`src/rtl/vbp_pkg.sv`:
```
// Package: shared defaults for the variable-count bit packer.
// Assumes: nothing beyond the standard language.
package vbp_pkg;
    localparam int unsigned DEF_MAX_CNT = 10;  // most bits per cycle
    localparam int unsigned DEF_OUT_W   = 16;  // packed word width
endpackage

```
`src/rtl/vbp_merge.sv`:
```
// Module: vbp_merge
// Masks off the invalid high bits of the sample bus and places the valid
// ones directly above the bits already buffered.
// Assumes: acc bits at and above fill are zero; cnt <= MAX_CNT.
module vbp_merge #(
    parameter int unsigned MAX_CNT = 10,
    parameter int unsigned BUF_W   = 26,
    parameter int unsigned CNT_W   = 4,
    parameter int unsigned FILL_W  = 5
) (
    input  logic [BUF_W-1:0]   acc,
    input  logic [FILL_W-1:0]  fill,
    input  logic [MAX_CNT-1:0] smp,
    input  logic [CNT_W-1:0]   cnt,
    output logic [BUF_W-1:0]   merged,
    output logic [FILL_W-1:0]  total
);
    localparam int unsigned PAD_W = BUF_W - MAX_CNT;

    logic [MAX_CNT-1:0] kept;
    logic [BUF_W-1:0]   ext;

    // one gate per lane: pass a sample bit only when its lane is below cnt
    for (genvar i = 0; i < MAX_CNT; i++) begin : g_lane
        assign kept[i] = (CNT_W'(i) < cnt) ? smp[i] : 1'b0;
    end

    // append the kept bits on top of the buffered ones and add up the count
    always_comb begin
        ext    = {{PAD_W{1'b0}}, kept};
        merged = acc | (ext << fill);
        total  = fill + FILL_W'(cnt);
    end
endmodule

```
`src/rtl/vbp_split.sv`:
```
// Module: vbp_split
// Decides whether a full word is available and, if so, separates it from
// the leftover bits, which move down to position 0.
// Assumes: total < 2*OUT_W, so that at most one word completes per call.
module vbp_split #(
    parameter int unsigned OUT_W  = 16,
    parameter int unsigned BUF_W  = 26,
    parameter int unsigned FILL_W = 5
) (
    input  logic [BUF_W-1:0]  merged,
    input  logic [FILL_W-1:0] total,
    output logic              emit,
    output logic [OUT_W-1:0]  word,
    output logic [BUF_W-1:0]  rest,
    output logic [FILL_W-1:0] rest_fill
);
    // cut off a word once enough bits exist and keep the remainder
    always_comb begin
        emit      = (total >= FILL_W'(OUT_W));
        word      = merged[OUT_W-1:0];
        rest      = emit ? (merged >> OUT_W) : merged;
        rest_fill = emit ? (total - FILL_W'(OUT_W)) : total;
    end
endmodule

```
`src/rtl/vbit_packer.sv`:
```
// Module: vbit_packer (top)
// Collects between zero and MAX_CNT recovered bits per cycle into OUT_W-bit
// words, bit 0 oldest, with a single-cycle valid per word.
// Assumes: OUT_W >= MAX_CNT, so at most one word completes per cycle;
// a single clock; synchronous active-low reset; no backpressure.
module vbit_packer
    import vbp_pkg::*;
#(
    parameter int unsigned MAX_CNT = DEF_MAX_CNT,
    parameter int unsigned OUT_W   = DEF_OUT_W,
    localparam int unsigned CNT_W  = $clog2(MAX_CNT + 1),
    localparam int unsigned BUF_W  = OUT_W + MAX_CNT,
    localparam int unsigned FILL_W = $clog2(BUF_W + 1)
) (
    input  logic               clk,
    input  logic               rst_n,
    input  logic [MAX_CNT-1:0] smp_in,
    input  logic [CNT_W-1:0]   smp_cnt,
    output logic [OUT_W-1:0]   word_out,
    output logic               word_vld
);
    logic [BUF_W-1:0]  acc_q;
    logic [FILL_W-1:0] fill_q;
    logic [BUF_W-1:0]  merged;
    logic [FILL_W-1:0] total;
    logic              emit;
    logic [OUT_W-1:0]  word;
    logic [BUF_W-1:0]  rest;
    logic [FILL_W-1:0] rest_fill;

    vbp_merge #(
        .MAX_CNT(MAX_CNT), .BUF_W(BUF_W), .CNT_W(CNT_W), .FILL_W(FILL_W)
    ) u_merge (
        .acc(acc_q), .fill(fill_q), .smp(smp_in), .cnt(smp_cnt),
        .merged(merged), .total(total)
    );

    vbp_split #(
        .OUT_W(OUT_W), .BUF_W(BUF_W), .FILL_W(FILL_W)
    ) u_split (
        .merged(merged), .total(total), .emit(emit), .word(word),
        .rest(rest), .rest_fill(rest_fill)
    );

    // accumulator state: clear on reset, otherwise take the leftover
    always_ff @(posedge clk) begin
        if (!rst_n) begin
            acc_q  <= '0;
            fill_q <= '0;
        end else begin
            acc_q  <= rest;
            fill_q <= rest_fill;
        end
    end

    // output register: strobe for one cycle per word, else hold
    always_ff @(posedge clk) begin
        if (!rst_n) begin
            word_out <= '0;
            word_vld <= 1'b0;
        end else begin
            word_vld <= emit;
            if (emit) word_out <= word;
        end
    end


    cnt_legal_chk: assert property (@(posedge clk) disable iff (!rst_n)
        smp_cnt <= CNT_W'(MAX_CNT));


    no_overflow_chk: assert property (@(posedge clk) disable iff (!rst_n)
        fill_q < FILL_W'(OUT_W));


    stale_zero_chk: assert property (@(posedge clk) disable iff (!rst_n)
        (acc_q >> fill_q) == '0);


    vld_rise_chk: assert property (@(posedge clk) disable iff (!rst_n)
        (fill_q + FILL_W'(smp_cnt) >= FILL_W'(OUT_W)) |=> word_vld);


    vld_low_chk: assert property (@(posedge clk) disable iff (!rst_n)
        (fill_q + FILL_W'(smp_cnt) < FILL_W'(OUT_W)) |=> !word_vld);


    carry_chk: assert property (@(posedge clk) disable iff (!rst_n)
        (fill_q + FILL_W'(smp_cnt) >= FILL_W'(OUT_W)) |=>
        (fill_q == $past(fill_q) + FILL_W'($past(smp_cnt)) - FILL_W'(OUT_W)));


    hold_word_chk: assert property (@(posedge clk) disable iff (!rst_n)
        !word_vld |-> $stable(word_out));
endmodule

```
`config.mk`:
```
export PLATFORM = sky130hd
export DESIGN_NAME = vbit_packer
export DESIGN_NICKNAME = d
export VERILOG_FILES = /design/src/rtl/vbp_pkg.sv /design/src/rtl/vbp_merge.sv /design/src/rtl/vbp_split.sv /design/src/rtl/vbit_packer.sv
export SDC_FILE = /design/constraint.sdc
export NUM_CORES = 1
export LEC_CHECK = 0
export ABC_AREA = 1
export CAP_MARGIN = 25
export CORE_UTILIZATION = 45
export DETAILED_ROUTE_END_ITERATION = 6
export GPL_TIMING_DRIVEN = 0
export HOLD_SLACK_MARGIN = 0.03
export MAX_ROUTING_LAYER = met4
export PLACE_DENSITY = 0.76
export SKIP_CTS_REPAIR_TIMING = 1
export SYNTH_ARGS = -nofsm -noshare
export SYNTH_HDL_FRONTEND = slang
export SYNTH_SLANG_ARGS = --single-unit
export TNS_END_PERCENT = 5
```
`constraint.sdc`:
```
create_clock -name clk -period 2.1 [get_ports clk]
set_input_delay 0.525 -clock clk [delete_from_list [all_inputs] [get_ports clk]]
set_output_delay 0.525 -clock clk [all_outputs]
set_load 0.01 [all_outputs]
```
# Word-level counts from Yosys, hierarchy flattened
# Index checks and enable logic that the tools add are counted.
# totals
ff_bits	48
latch_bits	0
ram_bits	0
mem_bits_ro	0
out_inout_bits	17
word_cells	34
memories	0
# op_classes
addsub	2
mul	0
n_div	0
n_lt_le_gt_ge	11
eq_ne	0
n_shift	1
n_mux	12
bitwise_logic	2
reduce_logical	1
# ops
operator	count
$or 26x26->26	1
$shl 10x5->26	1
$lt 3x4->1 const A	4
$mux 1	10
$mux 10	1
$lt 1x4->1 const A	2
$lt 2x4->1 const A	2
$lt 4x4->1 const A	2
$add 5x4->5	1
$ge 5x5->1 const B	1
$mux 5	1
$sub 5x5->5 const B	1
$reduce_or 2->1	1
$not 1->1	1

# Logic depth before layout (Yosys ltp)
# logic_depth
word_depth	5
depth_mapped	13

# By module
# A second synthesis with hierarchy kept.
# hier_totals
hier_cells	513
area_unflattened_um2	3114.2
# by_module_without_submodules
mod	n_inst	cells_per_inst	area_per_inst_um2
vbit_packer	1	201	1582.8
vbp_merge	1	223	1089.8
vbp_split	1	89	441.7

# Worst setup path before layout
# OpenSTA, ideal clock, no wires.
# synth_timing
path_kind	input-to-reg
startpoint	input port smp_cnt[0]
endpoint	register word_out[2]
setup_ns	0.058
t_arrival_ns	1.992
required_ns	2.042
setup_slack_ns	0.050
path_stages	12
n_path_buf	1
cell_sequence	ha_1 > inv_1 > fa_1 > inv_1 > nand2_1 > nand2_1 > a21oi_2 > xor2_2 > nor2_2 > buf_2 > nand2_1 > nand2_1
# synth_between
elab_chain_cells	4
word_cells_on_any_way	24
# synth_rtl
element	line_no	text
start: declaration	vbit_packer.sv:18	input logic [CNT_W-1:0] smp_cnt,
$lt 1x4->1 (tied with other cells)	vbp_merge.sv:25	assign kept[i] = (CNT_W'(i) < cnt) ? smp[i] : 1'b0;
$mux 1	vbp_merge.sv:25	
$shl 10x5->26	vbp_merge.sv:31	merged = acc | (ext << fill);
$or 26x26->26	vbp_merge.sv:31	
end signal: assignment	vbit_packer.sv:63	if (emit) word_out <= word;
end: declaration	vbit_packer.sv:19	output logic [OUT_W-1:0] word_out,
# Parallel ways exist; a longest one is shown, timed or not.
# A chain may end at the register's enable or synchronous reset.

# Worst setup path after layout
# layout_timing
startpoint	input port smp_cnt[3]
endpoint	register word_out[3]
# Same word-level chain as after synthesis.

==> Flow_metrics.wiki <==
{| class="wikitable"
! Metric !! Value
|-
| Per-instance average area after synthesis || around 6.4 um2
|-
| Number of vias per cell || around 5
|-
| Most area-consuming cells after synthesis || dfxtp_1, nand2_1, nand3_1
|-
| Dominant combinational cell family by area after synthesis || simple AND/OR/NAND/NOR gates
|-
| Type of origin of the critical path || input port
|-
| Switching power || 0.00116 W
|-
| Area added between synthesis and finish || 28.0%
|-
| Clock-pin slew on the worst setup and hold paths || 0.10 ns
|-
| Internal power summed over all cells || around 0.0021 W
|-
| Synthesized-area fraction occupied by adder cells || 0.0272
|-
| Number of nets in the finished design || 472
|-
| Worst-skew pair later-pin latency || between 0.3 and 0.4 ns
|-
| Clock skew after layout || about 0.0062 ns
|-
| Sink count of the clock tree || 48
|-
| Class of the tightest hold or removal check || flop to flop
|-
| Via total after detailed routing || between 2000 and 3000
|-
| Unrepaired setup endpoints after global routing || true
|-
| Critical path's slowest cell || clkdlybuf4s50_1
|-
| Status || finished, final reports clean
|-
| Data arrival time of the critical path || 2.31 ns
|-
| Commonest non-fill, non-tap cell in the layout || nand2_1
|-
| Worst path required time || around 2.4 ns
|-
| Top-Level Pins || 33
|-
| Master cell of the clock root buffer || clkbuf_8
|-
| Peak ir drop on the vdd network || 0.527 mV
|-
| Total of flip-flops plus latches after synthesis || 48
|-
| Total track usage || 0.248
|-
| Main synth FF type || dfxtp_1
|-
| Library cell with the largest summed area after synthesis || dfxtp_1
|-
| Netlist Area Pre-Place || approximately 2600 um2
|-
| Buffers plus inverters on the worst setup path || 3
|-
| Switching share of power || 0.360
|-
| Part of the power in registers || 0.356
|-
| Most frequent cell on the critical path || nand2_1
|-
| Antenna violations before repair || 0
|-
| Number of setup violations in the final report || 0
|-
| TritonCTS clock tree || yes
|-
| Transition at the pin with the smallest max-transition slack || 0.524 ns
|-
| Total Neg Setup Slack || 0 ns
|-
| Core area || approximately 5500 um2
|-
| Static leakage || about 1.7 nW
|-
| Share of the synthesized area in compound gates (AO/OA/AOI/OAI) || 0.0778
|-
| Number of nets with antenna violations after detailed routing || 0
|-
| Part of the total power dissipated in the clock network || 0.251
|-
| Post-Syn Nets || around 430
|-
| Synthesized netlist cell count || slightly above 400
|-
| DRC violations left || 0
|-
| Post-synth EDFFs || 0
|-
| F_max || ~490 MHz
|-
| Synth Area in Simple Gates || 0.421
|-
| Fraction of synthesized cell area taken by the top area cell type || 0.373
|-
| Family with the most delay on the worst path || buffers and inverters
|-
| Number of different library cells in the post-synthesis netlist || 29
|-
| Largest fanout on the critical path || 10
|-
| Floorplan die height || ~78 um
|-
| Comb pwr share || 0.393
|-
| Detail-routed net length per standard cell || approximately 13 um
|-
| Port bufs || 32
|-
| Power per cell area || ~1000 nW/um2
|-
| Crit Path Category || input port to flop
|-
| Synth warnings || 0
|-
| Kind of end point of the critical path || flop
|-
| Delay contributed by the slowest stage of the critical path || between 0.4 and 0.5 ns
|-
| Clock tree buffer depth || 2
|-
| Global-route congestion overflow total || 0
|-
| Sequential share of the synthesized area || 0.373
|-
| Half-perimeter wire length of the detailed placement result || roughly 5000 um
|-
| Total count of hold-check failures in the final report || 0
|-
| 1st-iter DRT viols || ~150
|-
| Multiplexer area fraction after synthesis || 0
|-
| N_diodes || 0
|-
| Initial core utilization || 0.467
|-
| Share of async-settable or async-resettable flops after synthesis || 0
|-
| Placed cell areas || roughly 3000 um2
|-
| Largest net degree at the start of global routing || 17
|-
| Count of TritonRoute iterations in the first routing pass || 4
|-
| Area of the die || between 6000 and 7000 um2
|-
| H-tree depth || 2
|-
| Num CTS Buffers || 5
|-
| Post-Synth XOR/XNOR Area || 0.00972
|-
| Layout cells sized above 1 || 0.119
|-
| Leading cell types in the layout, fill and taps excluded || nand2_1, nand3_1, dfxtp_1
|-
| Worst path cell trace || clkdlybuf4s50_1 -> ha_1 -> a21oi_2 -> xor2_4 -> nand2_4 -> clkinv_8 -> buf_8 -> nand2_1 -> nand2_1
|-
| Via count of the first global-routing pass || between 2000 and 2500
|-
| Width of the die || slightly below 80 um
|-
| Post-route cell area || approximately 3300 um2
|-
| Post-Place Cells || between 500 and 600
|-
| Final clock period utilization by the worst path || 0.976
|-
| Max-slew violations || 0
|-
| Global-route wire length before repair || 11200 um
|-
| Total number of placement rows || 27
|-
| Post-layout min period || around 2.0 ns
|-
| Final weighted congestion in routability-driven placement || 0.952
|-
| Headroom to the max-slew limit || 0.651
|-
| Finished Layout Cells || 524
|-
| Detailed Route WL || around 7000 um
|-
| Maximum Capacitance Violations || 0
|}
## sequential cells by signal (all words and copies together), names as in the netlist
register and count:
fill_q 5, word_vld 1, acc_q 26, word_out 16
## cells in the mapped netlist, drive strengths merged (2+ instances only)
master,n
nand2,179
nand3,57
dfxtp,48
inv,36
a21oi,21
nor2,18
buf,12
o21bai,7
o21ai,5
clkbuf,4
ha,4
nand4,3
and2,2
xor2,2
## metrics by stage
stage / utilization / hold slack, ns / worst slack, ns / power, W
2_1_floorplan: - / 0.436 / 0.0499 / 0.00192
6_report: 0.598 / 0.454 / 0.0503 / 0.00323
3_3_place_gp: 0.542 / 0.436 / -0.811 / 0.00227
3_5_place_dp: 0.542 / 0.438 / -0.850 / 0.00229
4_1_cts: 0.567 / 0.456 / -0.535 / 0.00310
5_1_grt: 0.598 / 0.469 / -0.0613 / 0.00344
## metal layers
layer | vias to the layer above | global-route usage | share of wire
li1 | 1371 | - | -
met1 | 1213 | 0.303 | 0.46
met2 | 62 | 0.422 | 0.48
met3 | 9 | 0.0388 | 0.041
met4 | 0 | 0.0679 | 0.012
met5 | - | - | 0
## worst reg2reg max path, cell delays in order (launching register included)
cell and delay, ns:
dfxtp_4 0.36, inv_2 0.06, buf_6 0.14, fa_1 0.41, inv_2 0.07, nand2_1 0.05
nand2_1 0.06, a21oi_2 0.08, xor2_4 0.19, nor2_2 0.28, buf_4 0.16, nand2_1 0.05
nand2_1 0.05
## cell type report
| type | instances | area (um2) |
|---|---|---|
| multi-input cells | 305 | 1460 |
| flip-flops and latches | 48 | 966 |
| well taps | 72 | 90.1 |
| inverters | 36 | 148 |
| fillers | 534 | 2210 |
| clock inverters | 3 | 68.8 |
| plain buffers | 16 | 120 |
| clock buffers | 5 | 68.8 |
| repair buffers | 39 | 373 |
## path summary, 6_finish.rpt
check	startpoint	endpoint	slack [ns]	cells after the start
worst max-delay path	smp_cnt[3]	word_out[3]$_SDFFE_PN0P_	0.05	9
worst min-delay path	word_out[0]$_SDFFE_PN0P_	word_out[0]$_SDFFE_PN0P_	0.45	2
worst max register to register	fill_q[1]$_SDFF_PN0_	acc_q[2]$_SDFF_PN0_	0.09	12
worst min register to register	word_out[0]$_SDFFE_PN0P_	word_out[0]$_SDFFE_PN0P_	0.45	2
## power groups by stage
stage | logic, W | clock network (W) | registers (W)
after detailed placement | 0.00112 | 0 | 0.00117
after floorplan | 0.000736 | 0 | 0.00118
after global placement | 0.00111 | 0 | 0.00116
final | 0.00127 | 0.000811 | 0.00115
after CTS | 0.00113 | 0.000816 | 0.00115
after global routing | 0.00142 | 0.000860 | 0.00117
## kinds of logic after synthesis
| logic type | Yosys count |
|---|---|
| AND/OR/NAND/NOR | 261 |
| buffers and inverters | 52 |
| other | 1 |
| adder cells (fa/ha/maj) | 5 |
| XOR/XNOR | 2 |
| AO/OA/AOI/OAI | 35 |
| flip-flops | 48 |
Note: power is estimated with default switching activity, not from simulation.
